==> src/rtl/cbo_gate_pkg.sv <==
package cbo_gate_pkg;

    typedef enum logic [1:0] {
        OP_ZERO  = 2'd0,
        OP_CLEAN = 2'd1,
        OP_FLUSH = 2'd2,
        OP_INVAL = 2'd3
    } cbo_op_e;

    typedef enum logic [1:0] {
        ST_IDLE   = 2'd0,
        ST_FILL   = 2'd1,
        ST_REPORT = 2'd2
    } cbo_state_e;

    localparam logic [1:0] MODE_U = 2'd0;
    localparam logic [1:0] MODE_S = 2'd1;
    localparam logic [1:0] MODE_M = 2'd3;

    localparam int        CODE_W      = 5;
    localparam logic [4:0] EXC_ILLEGAL = 5'd2;
    localparam logic [4:0] EXC_STORE   = 5'd7;
    localparam logic [4:0] EXC_VIRT    = 5'd22;

    localparam int NUM_FLD   = 3;
    localparam int FLD_ZERO  = 0;
    localparam int FLD_CLFL  = 1;
    localparam int FLD_INVAL = 2;

endpackage

==> src/rtl/cbo_perm.sv <==
module cbo_perm
    import cbo_gate_pkg::*;
(
    input  logic [1:0]         op,
    input  logic [1:0]         mode,
    input  logic               virt,
    input  logic [NUM_FLD-1:0] m_en,
    input  logic [NUM_FLD-1:0] h_en,
    input  logic [NUM_FLD-1:0] s_en,
    input  logic               rd_ok,
    input  logic               wr_ok,
    output logic               fault,
    output logic [CODE_W-1:0]  code,
    output logic               do_fill
);

    logic [1:0] fld;
    logic       m_bit, h_bit, s_bit;
    logic       below_m, s_or_lower, below_s;

    always_comb begin
        unique case (cbo_op_e'(op))
            OP_ZERO:            fld = 2'(FLD_ZERO);
            OP_CLEAN, OP_FLUSH: fld = 2'(FLD_CLFL);
            OP_INVAL:           fld = 2'(FLD_INVAL);
            default:            fld = 2'(FLD_ZERO);
        endcase
    end

    assign m_bit      = m_en[fld];
    assign h_bit      = h_en[fld];
    assign s_bit      = s_en[fld];
    assign below_m    = (mode < MODE_M);
    assign s_or_lower = (mode <= MODE_S);
    assign below_s    = (mode < MODE_S);

    always_comb begin
        fault   = 1'b0;
        code    = '0;
        do_fill = 1'b0;
        if (below_m && !m_bit) begin
            fault = 1'b1;
            code  = EXC_ILLEGAL;
        end else if (virt && ((s_or_lower && !h_bit) || (below_s && !s_bit))) begin
            fault = 1'b1;
            code  = EXC_VIRT;
        end else if (below_s && !s_bit) begin
            fault = 1'b1;
            code  = EXC_ILLEGAL;
        end else if (cbo_op_e'(op) == OP_ZERO) begin
            if (wr_ok) begin
                do_fill = 1'b1;
            end else begin
                fault = 1'b1;
                code  = EXC_STORE;
            end
        end else if (!rd_ok && !wr_ok) begin
            fault = 1'b1;
            code  = EXC_STORE;
        end
    end

endmodule

==> src/rtl/cbo_fill_ctr.sv <==
module cbo_fill_ctr #(
    parameter int ADDR_W    = 16,
    parameter int BLK_BYTES = 8
) (
    input  logic              clk,
    input  logic              rst_n,
    input  logic              load,
    input  logic              step,
    input  logic [ADDR_W-1:0] addr_in,
    output logic [ADDR_W-1:0] wr_addr,
    output logic              last
);

    localparam int OFS_W = $clog2(BLK_BYTES);
    localparam int CNT_W = (OFS_W > 0) ? OFS_W : 1;
    localparam logic [CNT_W-1:0] CNT_LAST = CNT_W'(BLK_BYTES - 1);

    logic [ADDR_W-1:0] aligned;
    logic [ADDR_W-1:0] base_q;
    logic [CNT_W-1:0]  cnt_q;

    generate
        if (OFS_W == 0) begin : g_no_align
            assign aligned = addr_in;
        end else begin : g_align
            assign aligned = {addr_in[ADDR_W-1:OFS_W], {OFS_W{1'b0}}};
        end
    endgenerate

    always_ff @(posedge clk) begin
        if (!rst_n) begin
            base_q <= '0;
            cnt_q  <= '0;
        end else if (load) begin
            base_q <= aligned;
            cnt_q  <= '0;
        end else if (step) begin
            cnt_q  <= cnt_q + 1'b1;
        end
    end

    assign wr_addr = base_q | ADDR_W'(cnt_q);
    assign last    = (cnt_q == CNT_LAST);

endmodule

==> src/rtl/cbo_gate.sv <==
module cbo_gate
    import cbo_gate_pkg::*;
#(
    parameter int ADDR_W    = 16,
    parameter int BLK_BYTES = 8
) (
    input  logic              clk,
    input  logic              rst_n,
    input  logic              req_valid,
    input  logic [1:0]        req_op,
    input  logic [ADDR_W-1:0] req_addr,
    input  logic [1:0]        req_mode,
    input  logic              req_virt,
    input  logic [2:0]        men_cfg,
    input  logic [2:0]        hen_cfg,
    input  logic [2:0]        sen_cfg,
    input  logic              prb_rd_ok,
    input  logic              prb_wr_ok,
    output logic              busy,
    output logic              done,
    output logic              exc_valid,
    output logic [4:0]        exc_code,
    output logic              mem_we,
    output logic [ADDR_W-1:0] mem_addr,
    output logic [7:0]        mem_wdata
);

    cbo_state_e        state_q, state_d;
    logic              accept;
    logic              p_fault, p_fill;
    logic [CODE_W-1:0] p_code;
    logic              exc_q;
    logic [CODE_W-1:0] code_q;
    logic              fill_last;
    logic [ADDR_W-1:0] fill_addr;

    assign accept = req_valid && (state_q == ST_IDLE);

    cbo_perm u_perm (
        .op      (req_op),
        .mode    (req_mode),
        .virt    (req_virt),
        .m_en    (men_cfg),
        .h_en    (hen_cfg),
        .s_en    (sen_cfg),
        .rd_ok   (prb_rd_ok),
        .wr_ok   (prb_wr_ok),
        .fault   (p_fault),
        .code    (p_code),
        .do_fill (p_fill)
    );

    cbo_fill_ctr #(
        .ADDR_W    (ADDR_W),
        .BLK_BYTES (BLK_BYTES)
    ) u_ctr (
        .clk     (clk),
        .rst_n   (rst_n),
        .load    (accept),
        .step    (state_q == ST_FILL),
        .addr_in (req_addr),
        .wr_addr (fill_addr),
        .last    (fill_last)
    );

    // next-state logic
    always_comb begin
        state_d = state_q;
        unique case (state_q)
            ST_IDLE: begin
                if (accept) begin
                    if (p_fault)     state_d = ST_REPORT;   // ACCEPT_FAULT
                    else if (p_fill) state_d = ST_FILL;     // ACCEPT_FILL
                    else             state_d = ST_REPORT;   // ACCEPT_PASS
                end
            end
            ST_FILL: begin
                if (fill_last) state_d = ST_REPORT;         // FILL_END
            end
            ST_REPORT: state_d = ST_IDLE;                   // REPORT_END
            default:   state_d = ST_IDLE;
        endcase
    end

    // state register and captured verdict
    always_ff @(posedge clk) begin
        if (!rst_n) begin
            state_q <= ST_IDLE;
            exc_q   <= 1'b0;
            code_q  <= '0;
        end else begin
            state_q <= state_d;
            if (accept) begin
                exc_q  <= p_fault;
                code_q <= p_code;
            end
        end
    end

    // outputs
    always_comb begin
        busy      = 1'b0;
        done      = 1'b0;
        exc_valid = 1'b0;
        exc_code  = '0;
        mem_we    = 1'b0;
        mem_addr  = '0;
        mem_wdata = 8'h00;
        unique case (state_q)
            ST_IDLE: ;
            ST_FILL: begin
                busy     = 1'b1;
                mem_we   = 1'b1;
                mem_addr = fill_addr;
            end
            ST_REPORT: begin
                busy      = 1'b1;
                done      = 1'b1;
                exc_valid = exc_q;
                exc_code  = exc_q ? code_q : '0;
            end
            default: ;
        endcase
    end

endmodule

==> config.mk <==
export PLATFORM = sky130hd
export DESIGN_NAME = cbo_gate
export DESIGN_NICKNAME = d
export VERILOG_FILES = /design/src/rtl/cbo_gate_pkg.sv /design/src/rtl/cbo_perm.sv /design/src/rtl/cbo_fill_ctr.sv /design/src/rtl/cbo_gate.sv
export SDC_FILE = /design/constraint.sdc
export NUM_CORES = 1
export LEC_CHECK = 0
export ABC_AREA = 1
export BUFFER_PORTS_ARGS = -buffer_cell sky130_fd_sc_hd__buf_2
export CORE_AREA = 4 4 48 82
export DETAILED_ROUTE_END_ITERATION = 10
export DIE_AREA = 0 0 52 86
export GPL_TIMING_DRIVEN = 0
export PLACE_DENSITY = 0.78
export SKIP_LAST_GASP = 1
export SLEW_MARGIN = 15
export SYNTH_ARGS = -nofsm -noshare
export SYNTH_HDL_FRONTEND = slang
export SYNTH_HIERARCHICAL = 1
export SYNTH_SLANG_ARGS = --single-unit
==> constraint.sdc <==
create_clock -name clk -period 1.9 [get_ports clk]
set_input_delay 0.095 -clock clk [delete_from_list [all_inputs] [get_ports clk]]
set_output_delay 0.095 -clock clk [all_outputs]
set_load 0.1 [all_outputs]
After elaboration in Yosys (flattened, before gate mapping)

Cells that the tools add are included.

$lt $le $gt $ge: 4
Bitwise operators: 2
Multiplexer cells: 36
$add $sub $neg: 1
Equality and inequality tests: 8
Reduce and logical (&&, ||, !) cells: 18

Operators with widths:

| kind                                                            | count |
|---|---|
| two-way mux 5 bit                                               | 6 |
| two-way mux 1 bit                                               | 18 |
| two-way mux 16 bit                                              | 1 |
| OR 16 x 3 -> 16 bit                                             | 1 |
| two-way mux 2 bit                                               | 4 |
| binary-select mux 1 bit (select 2 bit)                          | 3 |
| equality test 2 bit (second input constant)                     | 3 |
| logical AND 1 bit                                               | 6 |
| two-way mux 3 bit                                               | 2 |
| case mux 2 bit (3 select lines)                                 | 1 |
| OR reduction 2 bit                                              | 3 |
| zero test 1 bit                                                 | 5 |
| equality test 2 x 1 -> 1 bit (second input constant)            | 2 |
| zero test 2 bit                                                 | 2 |
| inequality test 2 bit (second input constant)                   | 2 |
| case mux 2 bit (2 select lines)                                 | 1 |
| adder 3 x 1 -> 3 bit (second input constant)                    | 1 |
| equality test 3 bit (second input constant)                     | 1 |
| < comparator 2 x 3 -> 1 bit (second input constant)             | 1 |
| less-or-equal comparator 2 x 1 -> 1 bit (second input constant) | 1 |
| < comparator 2 x 1 -> 1 bit (second input constant)             | 1 |
| < comparator 2 bit (second input constant)                      | 1 |
| AND reduction 2 bit                                             | 1 |
| logical OR 1 bit                                                | 1 |
| inverter 1 bit                                                  | 1 |

Output and inout port bits: 33
Word-level logic and storage cells: 74
Flip-flop bits (word level): 24
Input port bits: 35

Longest topological paths before layout

Depth after elaboration: 15
Gate-level depth with buffers: 16
Gate-level depth less buffers: 16

Modules after synthesis

Netlist, hierarchy kept.

By module, submodules not included:

| module       | cells an instance | times used | seq. area each (µm²) | area an instance (µm²) |
|---|---|---|---|---|
| cbo_gate     | 103               | 1          | 160.2                | 636.9 |
| cbo_fill_ctr | 75                | 1          | 320.3                | 599.3 |
| cbo_perm     | 56                | 1          | 0.0                  | 257.7 |

Least setup slack after synthesis

Ideal clock, no wire load.

Kind: register to output
Start: reg state_q[0]
End: out exc_code[0]
Slack: -0.973 ns
Data required time: 1.805 ns
Path buffers: 0
Cell stages (with the launch flop): 5
Arrival time: 2.778 ns
Path through: dfxtp_1 inv_1 ha_1 nand2_1 nor2_1

Word-level cells in the longest chain between the ends: 2

RTL lines:

| item                   | RTL line        | RTL |
|---|---|---|
| from (decl)            | cbo_gate.sv:28  | `cbo_state_e state_q, state_d;` |
| from (signal assigned) | cbo_gate.sv:92  | `state_q <= state_d;` |
| equality test 2 bit    | cbo_gate.sv:109 | `unique case (state_q)` |
| two-way mux 5 bit      | cbo_gate.sv:109 |  |
| to (decl)              | cbo_gate.sv:22  | `output logic [4:0] exc_code,` |

Every way passes these cells.

Final worst setup path

Start: reg state_q[1]
End: out mem_addr[10]

Word-level cells in the longest chain between the ends: 2

RTL lines:

| item                         | RTL line        | RTL |
|---|---|---|
| equality test 2 x 1 -> 1 bit | cbo_gate.sv:109 |  |
| two-way mux 16 bit           | cbo_gate.sv:109 |  |
| to (decl)                    | cbo_gate.sv:24  | `output logic [ADDR_W-1:0] mem_addr,` |

Every way passes these cells.

==> flow_summary.yaml <==
job:
  drv_cap: 0
critical_path:
  slowest_delay_ps: 410
  crit_path_top_delay_cell: "buf_2"
  end_kind: "output pin"
  worst-path-buf-inv: 5
  crit_top_cell: "inv_1"
  crit_required_ps: 1800
  crit_path_start_kind: "flip-flop"
  cpLargestDelayFamily: "buffers and inverters"
  critPathArrivalTime_ps: 1700
  cp_max_fo: 10
  crit_path_cell_trace: "inv_1 -> ha_1 -> buf_6 -> buf_4 -> nand2_1 -> inv_1 -> buf_2"
  critPathKind: "reg2out"
sta:
  fin_crit_ps: 1800
  fmax_ghz: 0.556
  rsz0062_at_grt: "no"
  finalMaxSlewViolations: 0
  hold_violations: 0
  skew_ps: 1.09
  finalCritPeriodShare_pct: 94.7
  fin_setup_tns_ps: 0
  finalSetupViolCount: 0
logic_synthesis:
  avgSynthCellArea_um2: 6.38
  synth_edf_count: 0
  ys_warn_count: 6
  async_flop_share_pct: 0
  netlist_area_um2: 1490
  synth_common_cells: "inv_1, nand2_1, nor2_1"
  seq_area_frac_synth_pct: 32.2
  syn_inst: 234
  yosysTopAreaCellShare_pct: 32.2
  synth_top_cell_by_area: "dfxtp_1"
  ys_ff_latch: 24
  synth.distinct_cells: 20
  synthTopCellsByArea: "dfxtp_1, inv_1, nand2_1"
  synth_flop_cell: "dfxtp_1"
drt:
  via_per_inst: 4.34
  drc: 0
  vias: 1496
  ant_nets: 0
  drtPass1Iterations: 4
  wire_per_inst_um: 8.88
  drt_iter0_drc: 16
  routed_wl_um: 3070
finish:
  num_antenna_cells: 0
  nNetsFinal: 345
  area_growth_pct: 30.5
  drive_above_1_share_pct: 31.0
clocking:
  clock_latency_ps: 260
  cts_sinks: 24
  post_cts_buffers: 0
  ctsHoldBuffers: 0
  cts_resized: 0
  cts_tree: "yes"
  htreeDepth: 1
  cts_buffers: 3
  path_clk_slew_ps: 80
  clock_path_buffers: 2
  clock-root-buffer: "clkbuf_8"
power:
  p_leak_nw: 1.20
  power_mw: 1.23
  p_per_area_nw_per_um2: 633
  vdd_ir_drop_max_uv: 394
die:
  initial_utilization_pct: 44.9
  core_area_um2: 3330
  fp.dieH_um: 86
  num_io_pins: 68
  rows: 28
  die_area_um2: 4470
  die_width_um: 52
run_status:
  status: "complete, no violations"
placed_design:
  port_buffers: 56
  hpwlAfterDp_um: 2560
  place_congestion: 0.813
global_route:
  grt_pass1_vias: 1317
  grt.total_usage_pct: 14.6
  grt_pass1_wl_um: 5180
  grt_overflow: 0
  antenna_found_initial: 0
  grt_start_max_net_pins: 13
worst_hold_path:
  hold_path_class: "in2reg"
## kinds of logic after synthesis
| family | after synthesis | synth area share, % |
|---|---|---|
| fa+ha+maj | 8 | 6.70 |
| buf+inv | 66 | 21.4 |
| other cells | 2 | 0.503 |
| simple gates | 102 | 28.1 |
| compound gates | 32 | 11.2 |
| flops | 24 | 32.2 |
## metal layers
metal | global-route usage [%] | share of wire, %
met2 | 26.7 | 51
met5 | 0 | 0
met1 | 15.6 | 40
met4 | 5.73 | 1.3
met3 | 2.96 | 7.9
## through the flow
stage / cells / setup slack, ps / util, % / hold WS [ps] / area (µm²)
2_1_floorplan: 241 / 20.6 / - / 206 / 1570
3_3_place_gp: 342 / 208 / 57.2 / 321 / 1900
3_5_place_dp: 342 / 185 / 57.2 / 325 / 1900
4_1_cts: 345 / 76.5 / 58.4 / 50.6 / 1940
5_1_grt: 345 / 4.25 / 58.6 / 59.9 / 1950
6_report: 345 / 100 / 58.6 / 53.3 / 1950
## cell type report
class,count,area (µm²)
Sequential cell,24,480
Clock buffer,3,41.3
Buffer,16,131
Fill cell,344,1380
Timing Repair Buffer,56,285
Multi-Input combinational cell,151,763
Tap cell,45,56.3
Inverter,50,191
## worst paths after layout
kind                   startpoint               end  slack, ps  cells after the start
setup / recovery       state_q[1]      mem_addr[10]        100                      7
hold / removal        req_addr[3]   u_ctr/base_q[3]         50                      3
setup reg to reg       state_q[0]  u_ctr/base_q[13]        440                      7
hold reg to reg   u_ctr/base_q[5]   u_ctr/base_q[5]        470                      2
## layout by cell type, fill, tap and decap left out
cell        instances
dfxtp_1            24
ha_2                1
nand3b_1            1
o21ai_0            10
a21oi_1            12
nand3_1             8
o21ai_2             1
o21ai_1             8
nand2_4             1
inv_2               2
nor2_4              5
nand2_1            47
a21oi_2             1
or2_0               1
clkbuf_8            3
nand2_2             6
buf_6               3
conb_1              9
clkbuf_4            3
buf_4              12
buf_2              54
ha_1                7
nor2_1             33
inv_1              47
clkinvlp_4          1
## worst min-delay path, stage by stage
cell and delay [ps]:
buf_2 70, nor2_1 30, nor2_1 80
## registers in the layout (all words and copies together) (netlist names)
signal / count
code_q: 5
state_q: 2
u_ctr/cnt_q: 3
u_ctr/base_q: 13
exc_q: 1
## where the power goes
group	total, mW	internal (mW)	switching [mW]
combinational	0.387	0.114	0.273
sequential	0.561	0.544	0.0174
clock	0.287	0.141	0.145
Note: power is estimated with default switching activity, not from simulation.
